==> config.mk <==
export PLATFORM = sky130hd
export DESIGN_NAME = lpddr2_init_seq
export DESIGN_NICKNAME = d
export VERILOG_FILES = /design/src/rtl/lpddr2_init_pkg.sv /design/src/rtl/lpddr2_step_rom.sv /design/src/rtl/lpddr2_pause_timer.sv /design/src/rtl/lpddr2_init_seq.sv
export SDC_FILE = /design/constraint.sdc
export NUM_CORES = 1
export LEC_CHECK = 0
export BUFFER_PORTS_ARGS = -buffer_cell sky130_fd_sc_hd__clkbuf_2
export CELL_PAD_IN_SITES_DETAIL_PLACEMENT = 1
export CELL_PAD_IN_SITES_GLOBAL_PLACEMENT = 1
export CORE_UTILIZATION = 40
export CTS_BUF_LIST = sky130_fd_sc_hd__clkbuf_4
export DETAILED_ROUTE_END_ITERATION = 8
export GPL_TIMING_DRIVEN = 1
export PLACE_DENSITY = 0.95
export SETUP_SLACK_MARGIN = 0.3
export SYNTH_ARGS = -nofsm -noshare
export SYNTH_HDL_FRONTEND = slang
export SYNTH_SLANG_ARGS = --single-unit
==> constraint.sdc <==
create_clock -name clk -period 3.97 [get_ports clk]
set_input_delay 0.397 -clock clk [delete_from_list [all_inputs] [get_ports clk]]
set_output_delay 0.397 -clock clk [all_outputs]
set_load 0.02 [all_outputs]
==> src/rtl/lpddr2_init_pkg.sv <==
// Shared types for the LPDDR2 initialization sequencer.
// Assumes the step list is fixed; only pause lengths and load values vary.
package lpddr2_init_pkg;

    typedef enum logic [1:0] {
        CMD_NOP      = 2'd0,
        CMD_MRW      = 2'd1,
        CMD_NORMAL   = 2'd2,
        CMD_DUMMY_WR = 2'd3
    } cmd_e;

    typedef enum logic [1:0] {
        K_CMD  = 2'd0,
        K_WAIT = 2'd1,
        K_CTL  = 2'd2
    } kind_e;

    typedef enum logic [2:0] {
        A_NONE     = 3'd0,
        A_ZQ_RST   = 3'd1,
        A_ZQ_SHORT = 3'd2,
        A_IB_OPEN  = 3'd3,
        A_IB_CLOSE = 3'd4,
        A_LD_REF   = 3'd5,
        A_LD_MR4   = 3'd6
    } act_e;

    typedef enum logic [1:0] {
        W_SHORT = 2'd0,
        W_LONG  = 2'd1,
        W_INIT5 = 2'd2
    } wsel_e;

    localparam logic [1:0] ZQ_NONE  = 2'b00;
    localparam logic [1:0] ZQ_RESET = 2'b01;
    localparam logic [1:0] ZQ_SHORT = 2'b10;

    localparam int NUM_STEPS = 24;
    localparam int STEP_W    = $clog2(NUM_STEPS + 1);

    typedef struct packed {
        kind_e      kind;
        cmd_e       cmd;
        logic [7:0] addr;
        act_e       act;
        wsel_e      wsel;
    } step_t;

endpackage

==> src/rtl/lpddr2_step_rom.sv <==
// Step table: decodes a step index into the action for that step.
// Assumes indices beyond the last step are never acted on (decoded as no-op).
module lpddr2_step_rom
    import lpddr2_init_pkg::*;
(
    input  logic [STEP_W-1:0] idx_i,
    output step_t             step_o
);

    function automatic step_t mk(kind_e k, cmd_e c, logic [7:0] a, act_e x, wsel_e w);
        step_t s;
        s.kind = k; s.cmd = c; s.addr = a; s.act = x; s.wsel = w;
        return s;
    endfunction

    // Combinational decode of the fixed initialization order.
    always_comb begin
        case (idx_i)
            5'd0:    step_o = mk(K_CMD,  CMD_NOP,      8'd0,  A_NONE,     W_SHORT);
            5'd1:    step_o = mk(K_CMD,  CMD_DUMMY_WR, 8'd0,  A_NONE,     W_SHORT);
            5'd2:    step_o = mk(K_WAIT, CMD_NOP,      8'd0,  A_NONE,     W_SHORT);
            5'd3:    step_o = mk(K_CMD,  CMD_NOP,      8'd0,  A_NONE,     W_SHORT);
            5'd4:    step_o = mk(K_WAIT, CMD_NOP,      8'd0,  A_NONE,     W_LONG);
            5'd5:    step_o = mk(K_CMD,  CMD_MRW,      8'd63, A_NONE,     W_SHORT);
            5'd6:    step_o = mk(K_WAIT, CMD_NOP,      8'd0,  A_NONE,     W_INIT5);
            5'd7:    step_o = mk(K_CTL,  CMD_NOP,      8'd0,  A_ZQ_RST,   W_SHORT);
            5'd8:    step_o = mk(K_CMD,  CMD_MRW,      8'd10, A_NONE,     W_SHORT);
            5'd9:    step_o = mk(K_CTL,  CMD_NOP,      8'd0,  A_ZQ_SHORT, W_SHORT);
            5'd10:   step_o = mk(K_CMD,  CMD_MRW,      8'd1,  A_NONE,     W_SHORT);
            5'd11:   step_o = mk(K_CMD,  CMD_MRW,      8'd2,  A_NONE,     W_SHORT);
            5'd12:   step_o = mk(K_CMD,  CMD_MRW,      8'd3,  A_NONE,     W_SHORT);
            5'd13:   step_o = mk(K_CMD,  CMD_MRW,      8'd16, A_NONE,     W_SHORT);
            5'd14:   step_o = mk(K_CTL,  CMD_NOP,      8'd0,  A_IB_OPEN,  W_SHORT);
            5'd15:   step_o = mk(K_CMD,  CMD_NOP,      8'd0,  A_NONE,     W_SHORT);
            5'd16:   step_o = mk(K_CMD,  CMD_MRW,      8'd5,  A_NONE,     W_SHORT);
            5'd17:   step_o = mk(K_CMD,  CMD_MRW,      8'd6,  A_NONE,     W_SHORT);
            5'd18:   step_o = mk(K_CMD,  CMD_MRW,      8'd8,  A_NONE,     W_SHORT);
            5'd19:   step_o = mk(K_CMD,  CMD_MRW,      8'd0,  A_NONE,     W_SHORT);
            5'd20:   step_o = mk(K_CMD,  CMD_NORMAL,   8'd0,  A_NONE,     W_SHORT);
            5'd21:   step_o = mk(K_CTL,  CMD_NOP,      8'd0,  A_IB_CLOSE, W_SHORT);
            5'd22:   step_o = mk(K_CTL,  CMD_NOP,      8'd0,  A_LD_REF,   W_SHORT);
            5'd23:   step_o = mk(K_CTL,  CMD_NOP,      8'd0,  A_LD_MR4,   W_SHORT);
            default: step_o = mk(K_CTL,  CMD_NOP,      8'd0,  A_NONE,     W_SHORT);
        endcase
    end

endmodule

==> src/rtl/lpddr2_pause_timer.sv <==
// Pause down-counter: loads a cycle count, then counts down to zero.
// Assumes load is a single-cycle request; expired_o is high while the count is zero.
module lpddr2_pause_timer #(
    parameter int CNT_W = 16
) (
    input  logic             clk,
    input  logic             rst_n,
    input  logic             load_i,
    input  logic [CNT_W-1:0] val_i,
    output logic             expired_o
);

    logic [CNT_W-1:0] cnt_q;

    // Load on request, otherwise decrement until zero.
    always_ff @(posedge clk) begin
        if (!rst_n) begin
            cnt_q <= '0;
        end else if (load_i) begin
            cnt_q <= val_i;
        end else if (cnt_q != '0) begin
            cnt_q <= cnt_q - 1'b1;
        end
    end

    assign expired_o = (cnt_q == '0);

endmodule

==> src/rtl/lpddr2_init_seq.sv <==
// LPDDR2 initialization sequencer top: steps through the fixed command list,
// holds each command until acknowledged, inserts the pauses, drives the ZQ type
// and input-buffer controls, and loads refresh and temperature-polling settings.
// Assumes cmd_ack_i is asserted only while cmd_valid_o is high.
module lpddr2_init_seq
    import lpddr2_init_pkg::*;
#(
    parameter int CNT_W = 16,
    parameter int REF_W = 16,
    parameter int MR4_W = 16
) (
    input  logic             clk,
    input  logic             rst_n,
    input  logic             start_i,
    input  logic [CNT_W-1:0] pause_short_i,
    input  logic [CNT_W-1:0] pause_long_i,
    input  logic [CNT_W-1:0] pause_init5_i,
    input  logic [REF_W-1:0] refresh_val_i,
    input  logic [MR4_W-1:0] mr4_cfg_i,
    input  logic             cmd_ack_i,
    output logic             cmd_valid_o,
    output logic [1:0]       cmd_type_o,
    output logic [7:0]       cmd_addr_o,
    output logic [1:0]       zq_type_o,
    output logic             ibuf_open_o,
    output logic [REF_W-1:0] refresh_cnt_o,
    output logic             refresh_load_o,
    output logic [MR4_W-1:0] mr4_cfg_o,
    output logic             mr4_load_o,
    output logic             busy_o,
    output logic             done_o
);

    logic              busy_q;
    logic              armed_q;
    logic [STEP_W-1:0] step_q;
    step_t             cur;
    logic              tmr_load;
    logic              tmr_expired;
    logic [CNT_W-1:0]  tmr_val;
    logic [1:0]        zq_q;
    logic              ibuf_q;

    lpddr2_step_rom u_rom (
        .idx_i  (step_q),
        .step_o (cur)
    );

    // Pick the pause length for the current wait step.
    always_comb begin
        case (cur.wsel)
            W_LONG:  tmr_val = pause_long_i;
            W_INIT5: tmr_val = pause_init5_i;
            default: tmr_val = pause_short_i;
        endcase
    end

    assign tmr_load = busy_q && (cur.kind == K_WAIT) && !armed_q;

    lpddr2_pause_timer #(.CNT_W(CNT_W)) u_timer (
        .clk       (clk),
        .rst_n     (rst_n),
        .load_i    (tmr_load),
        .val_i     (tmr_val),
        .expired_o (tmr_expired)
    );

    // Step sequencing, side controls and final loads.
    always_ff @(posedge clk) begin
        if (!rst_n) begin
            busy_q         <= 1'b0;
            armed_q        <= 1'b0;
            step_q         <= '0;
            zq_q           <= ZQ_NONE;
            ibuf_q         <= 1'b0;
            refresh_cnt_o  <= '0;
            mr4_cfg_o      <= '0;
            refresh_load_o <= 1'b0;
            mr4_load_o     <= 1'b0;
            done_o         <= 1'b0;
        end else begin
            refresh_load_o <= 1'b0;
            mr4_load_o     <= 1'b0;
            done_o         <= 1'b0;
            if (!busy_q) begin
                if (start_i) begin
                    busy_q  <= 1'b1;
                    armed_q <= 1'b0;
                    step_q  <= '0;
                end
            end else begin
                case (cur.kind)
                    K_CMD: begin
                        if (cmd_ack_i) step_q <= step_q + 1'b1;
                    end
                    K_WAIT: begin
                        if (!armed_q) begin
                            armed_q <= 1'b1;
                        end else if (tmr_expired) begin
                            armed_q <= 1'b0;
                            step_q  <= step_q + 1'b1;
                        end
                    end
                    default: begin
                        step_q <= step_q + 1'b1;
                        case (cur.act)
                            A_ZQ_RST:   zq_q   <= ZQ_RESET;
                            A_ZQ_SHORT: zq_q   <= ZQ_SHORT;
                            A_IB_OPEN:  ibuf_q <= 1'b1;
                            A_IB_CLOSE: ibuf_q <= 1'b0;
                            A_LD_REF: begin
                                refresh_cnt_o  <= refresh_val_i;
                                refresh_load_o <= 1'b1;
                            end
                            A_LD_MR4: begin
                                mr4_cfg_o  <= mr4_cfg_i;
                                mr4_load_o <= 1'b1;
                                done_o     <= 1'b1;
                                busy_q     <= 1'b0;
                            end
                            default: ;
                        endcase
                    end
                endcase
            end
        end
    end

    assign cmd_valid_o = busy_q && (cur.kind == K_CMD);
    assign cmd_type_o  = cmd_valid_o ? cur.cmd  : CMD_NOP;
    assign cmd_addr_o  = cmd_valid_o ? cur.addr : 8'd0;
    assign zq_type_o   = zq_q;
    assign ibuf_open_o = ibuf_q;
    assign busy_o      = busy_q;

endmodule

==> impl_summary.log <==
INFO  metric crit-reg2reg-launch = u_timer.cnt_q[0]
INFO  metric max_freq = 0.3051 GHz
INFO  metric dominantRegCellSynth = dfxtp_1
INFO  metric worst_setup_path_startpoint = u_timer.cnt_q[0]
INFO  metric yosysSeqAreaShare = 39.00%
INFO  metric synth-seq-cells = 75
INFO  metric ys_types = 69
INFO  metric remaining_drc_errors = 0
INFO  metric worst-r2r-setup-slack = 690 ps
INFO  metric first_global_vias = 3864
INFO  metric final_core_util = 50.53%
INFO  metric final.setup.tns = 0 ps
INFO  metric clock-skew-final = 16.71 ps
INFO  metric cts_tree = yes
INFO  metric initial_core_utilization = 41.47%
INFO  metric crit_path_max_fanout = 14
INFO  metric length_of_the_first_detailed_routing_pass_in_iterations = 4
INFO  metric htreeDepth = 3
INFO  metric routed_wire_length_per_instance = 15.46 µm
INFO  metric r2r_end = u_rom.step_o[6]
INFO  metric period_share = 82.56%
INFO  metric area_of_the_multi_input_gates = 2137 µm²
INFO  metric hold_path_class = in2reg
INFO  metric power.static_leakage = 1.926 nW
INFO  metric std_cell_rows = 35
INFO  metric fillers = 1194
INFO  metric clk-insertion-delay-late = 420 ps
INFO  metric synth_area_per_inst = 8.191 µm²
INFO  metric cts_post_setup_buffers_inserted = 0
INFO  metric worstPathBufferInverterCount = 2
INFO  metric max_slew_violation_total_from_the_final_report = 0
INFO  metric setup.worst_path.end = u_rom.step_o[6]
INFO  metric globalplace.congestion = 0.8957
INFO  metric path_cells = inv_1 > ha_1 > nor3b_1 > and4_1 > o2111ai_1 > a21oi_2 > inv_1 > ha_1 > and3_2 > o311a_1
INFO  metric grt_pass1_wl = 18.44 mm
INFO  metric regArea = 1501 µm²
INFO  metric vdd_ir_drop_max = 0.0001729 V
INFO  metric synth_cell_area = 3850 µm²
INFO  metric status = finished clean
INFO  metric place_hpwl = 8.466 mm
INFO  metric cts_inserted_buffers = 9
INFO  metric drt_wl_total = 11.10 mm
INFO  metric drive_gt1_share = 30.44%
INFO  metric grt_antenna_before_repair = 1
INFO  metric setup_repair_after_global_routing_missed_its_margin = false
INFO  metric dieArea = 10020 µm²
INFO  metric fin_nets = 679
INFO  metric place.port_buffers = 131
INFO  metric top_level_ports = 134
INFO  metric critical_path.max_stage_delay = 620 ps
INFO  metric wp_data_required = 4270 ps
INFO  metric crit_path_start_kind = flop
INFO  metric startpoint_to_endpoint_class_of_the_critical_path = reg2reg
INFO  metric floorplan.die.height = 100.1 µm
INFO  metric dr.first_iter.drc_count = 189
INFO  metric worstMarginPinSlew = 905.1 ps
INFO  metric r2r.worst_path.cells = 10
INFO  metric worst-endpoint-arrival = 3580 ps
INFO  metric synth_enable_flop_cells = 0
INFO  metric routed-via-count = 3839
INFO  metric syn-instance-count = 470
INFO  metric setup_viol = 0
INFO  metric min_period = 3277 ps
INFO  metric number_of_buffers_on_the_longest_clock_path = 2
INFO  metric finalHoldViolCount = 0
INFO  metric powerDensity = 434.5 nW/µm²
INFO  metric antenna_left = 0
INFO  metric global_route.overflow_total = 0
INFO  metric area.growth.synth_to_final = 21.84%
INFO  metric critical_path.top_delay_family = simple AND/OR/NAND/NOR gates
INFO  metric levels_on_crit_path = 10
INFO  metric cts.root.buffer_cell = clkbuf_4
INFO  metric async_reset_ff_share = 0%
INFO  metric core_area = 9284 µm²
INFO  metric clkSinkCount = 75
INFO  metric dieWidth = 100.1 µm
INFO  metric largest_net_degree_at_the_start_of_global_routing = 56
INFO  metric yosys_warnings = 0
INFO  metric postCtsResizedCells = 0
INFO  metric via_per_inst = 5.347
INFO  metric hold_bufs_at_cts = 0
INFO  metric path_clk_slew = 130 ps
INFO  metric worst_slew_margin_rel = 39.19%
INFO  metric maxCapViolations = 0
INFO  metric worst_setup_path_end_kind = flop
INFO  metric grt_use_total = 23.04%
INFO  metric slowest_stage = and4_1
[through the flow]
stage	instances	power, mW	hold slack (ps)	instance area (µm²)	setup slack (ps)
after floorplan	471	1.370	487.6	3854	1267
after global placement	701	1.468	442.0	4523	1008
after detailed placement	701	1.504	447.1	4523	742.2
after CTS	717	2.056	159.1	4688	698.2
after global routing	718	2.170	155.2	4691	545.0
final	718	2.038	181.9	4691	692.5
[how the worst min path moves through the flow]
stage                                 from               end  slack, ps  cells past startpoint
after detailed placement  refresh_cnt_o[1]  refresh_cnt_o[1]        450                      2
final                         mr4_cfg_i[7]      mr4_cfg_o[7]        180                      3
after global placement       mr4_cfg_o[10]     mr4_cfg_o[10]        440                      2
after global routing          mr4_cfg_i[9]      mr4_cfg_o[9]        160                      3
after floorplan                  step_q[1]         step_q[1]        490                      2
after CTS                     mr4_cfg_i[7]      mr4_cfg_o[7]        160                      3
[state kept, by name (all words and copies together), names as in the netlist]
| register | cells |
|---|---|
| ibuf_open_o | 1 |
| mr4_cfg_o | 16 |
| zq_type_o | 2 |
| armed_q | 1 |
| step_q | 5 |
| busy_o | 1 |
| refresh_cnt_o | 16 |
| refresh_load_o | 1 |
| u_timer.cnt_q | 16 |
| done_o | 1 |
| u_rom.step_o | 15 |
[cell usage in the layout (no fill, tap or decap), types with 3 or more instances in the layout]
cell type and n:
clkbuf_2 131, nand2_1 89, dfxtp_1 75, a21oi_1 47, nor2_1 41, o21ai_0 17, a22oi_1 17, a211oi_1 12
ha_1 12, inv_1 11, xnor2_1 11, nor3_1 10, nand3_1 10, clkbuf_4 10, and2_1 9, o21a_1 4
mux2i_1 3, o211ai_2 3, or2_2 3, and3_1 3, or3_1 3
[cells by family (layout without fill, tap and decap cells)]
logic type                 count (synthesis)  count (layout)  share of synthesized area (%)
AOI/OAI and AO/OA                        128             128                          23.33
and+or+nand+nor                          191             191                          23.95
xor gates and xnor gates                  13              13                          2.957
other                                      1               3                        0.09740
DFF                                       75              75                          39.00
adders and majority gates                 12              12                          3.900
buffers and inverters                     46             163                          5.589
muxes                                      4               4                          1.170
[report_power, final]
group | total [mW] | internal [mW] | switching, mW
clock network | 0.539 | 0.264 | 0.275
registers | 0.895 | 0.816 | 0.0785
logic | 0.604 | 0.272 | 0.332
total | 2.04 | 1.35 | 0.686
[area by class of cell]
| type | count | area share [%] |
|---|---|---|
| flip-flops and latches | 75 | 32.01 |
| well taps | 129 | 3.441 |
| repair buffers | 133 | 14.30 |
| inverters | 14 | 1.120 |
| diodes | 1 | 0.05335 |
| clock buffers | 10 | 1.600 |
| clock inverters | 6 | 1.921 |
| multi-input cells | 350 | 45.56 |
[per-layer routing]
metal	up-vias	track usage, %	share of wire [%]	routed length (µm)
met5	-	0	0	0
met4	0	7.358	2.0	220
met3	21	4.875	5.8	645
met2	149	42.65	50	5563
met1	1813	26.38	42	4674
li1	1856	-	-	-
[worst min-delay path: stages]
cell,delay [ps]
clkbuf_2,80
nand2_1,50
a21oi_1,50
[Yosys cell counts, drive strengths merged (9+ instances only)]
| cell type | n | area (µm²) |
|---|---|---|
| dfxtp | 75 | 1501 |
| inv | 13 | 48.79 |
| xnor2 | 11 | 96.34 |
| a22oi | 17 | 127.6 |
| buf | 9 | 76.31 |
| clkbuf | 23 | 86.33 |
| nor3 | 10 | 50.05 |
| nor2 | 41 | 153.9 |
| a211oi | 12 | 90.09 |
| nand3 | 10 | 50.05 |
| o21ai | 21 | 112.6 |
| ha | 12 | 150.1 |
| a21oi | 50 | 276.5 |
| and2 | 11 | 72.57 |
| nand2 | 91 | 351.6 |
Power figures use the tool's default switching activity.
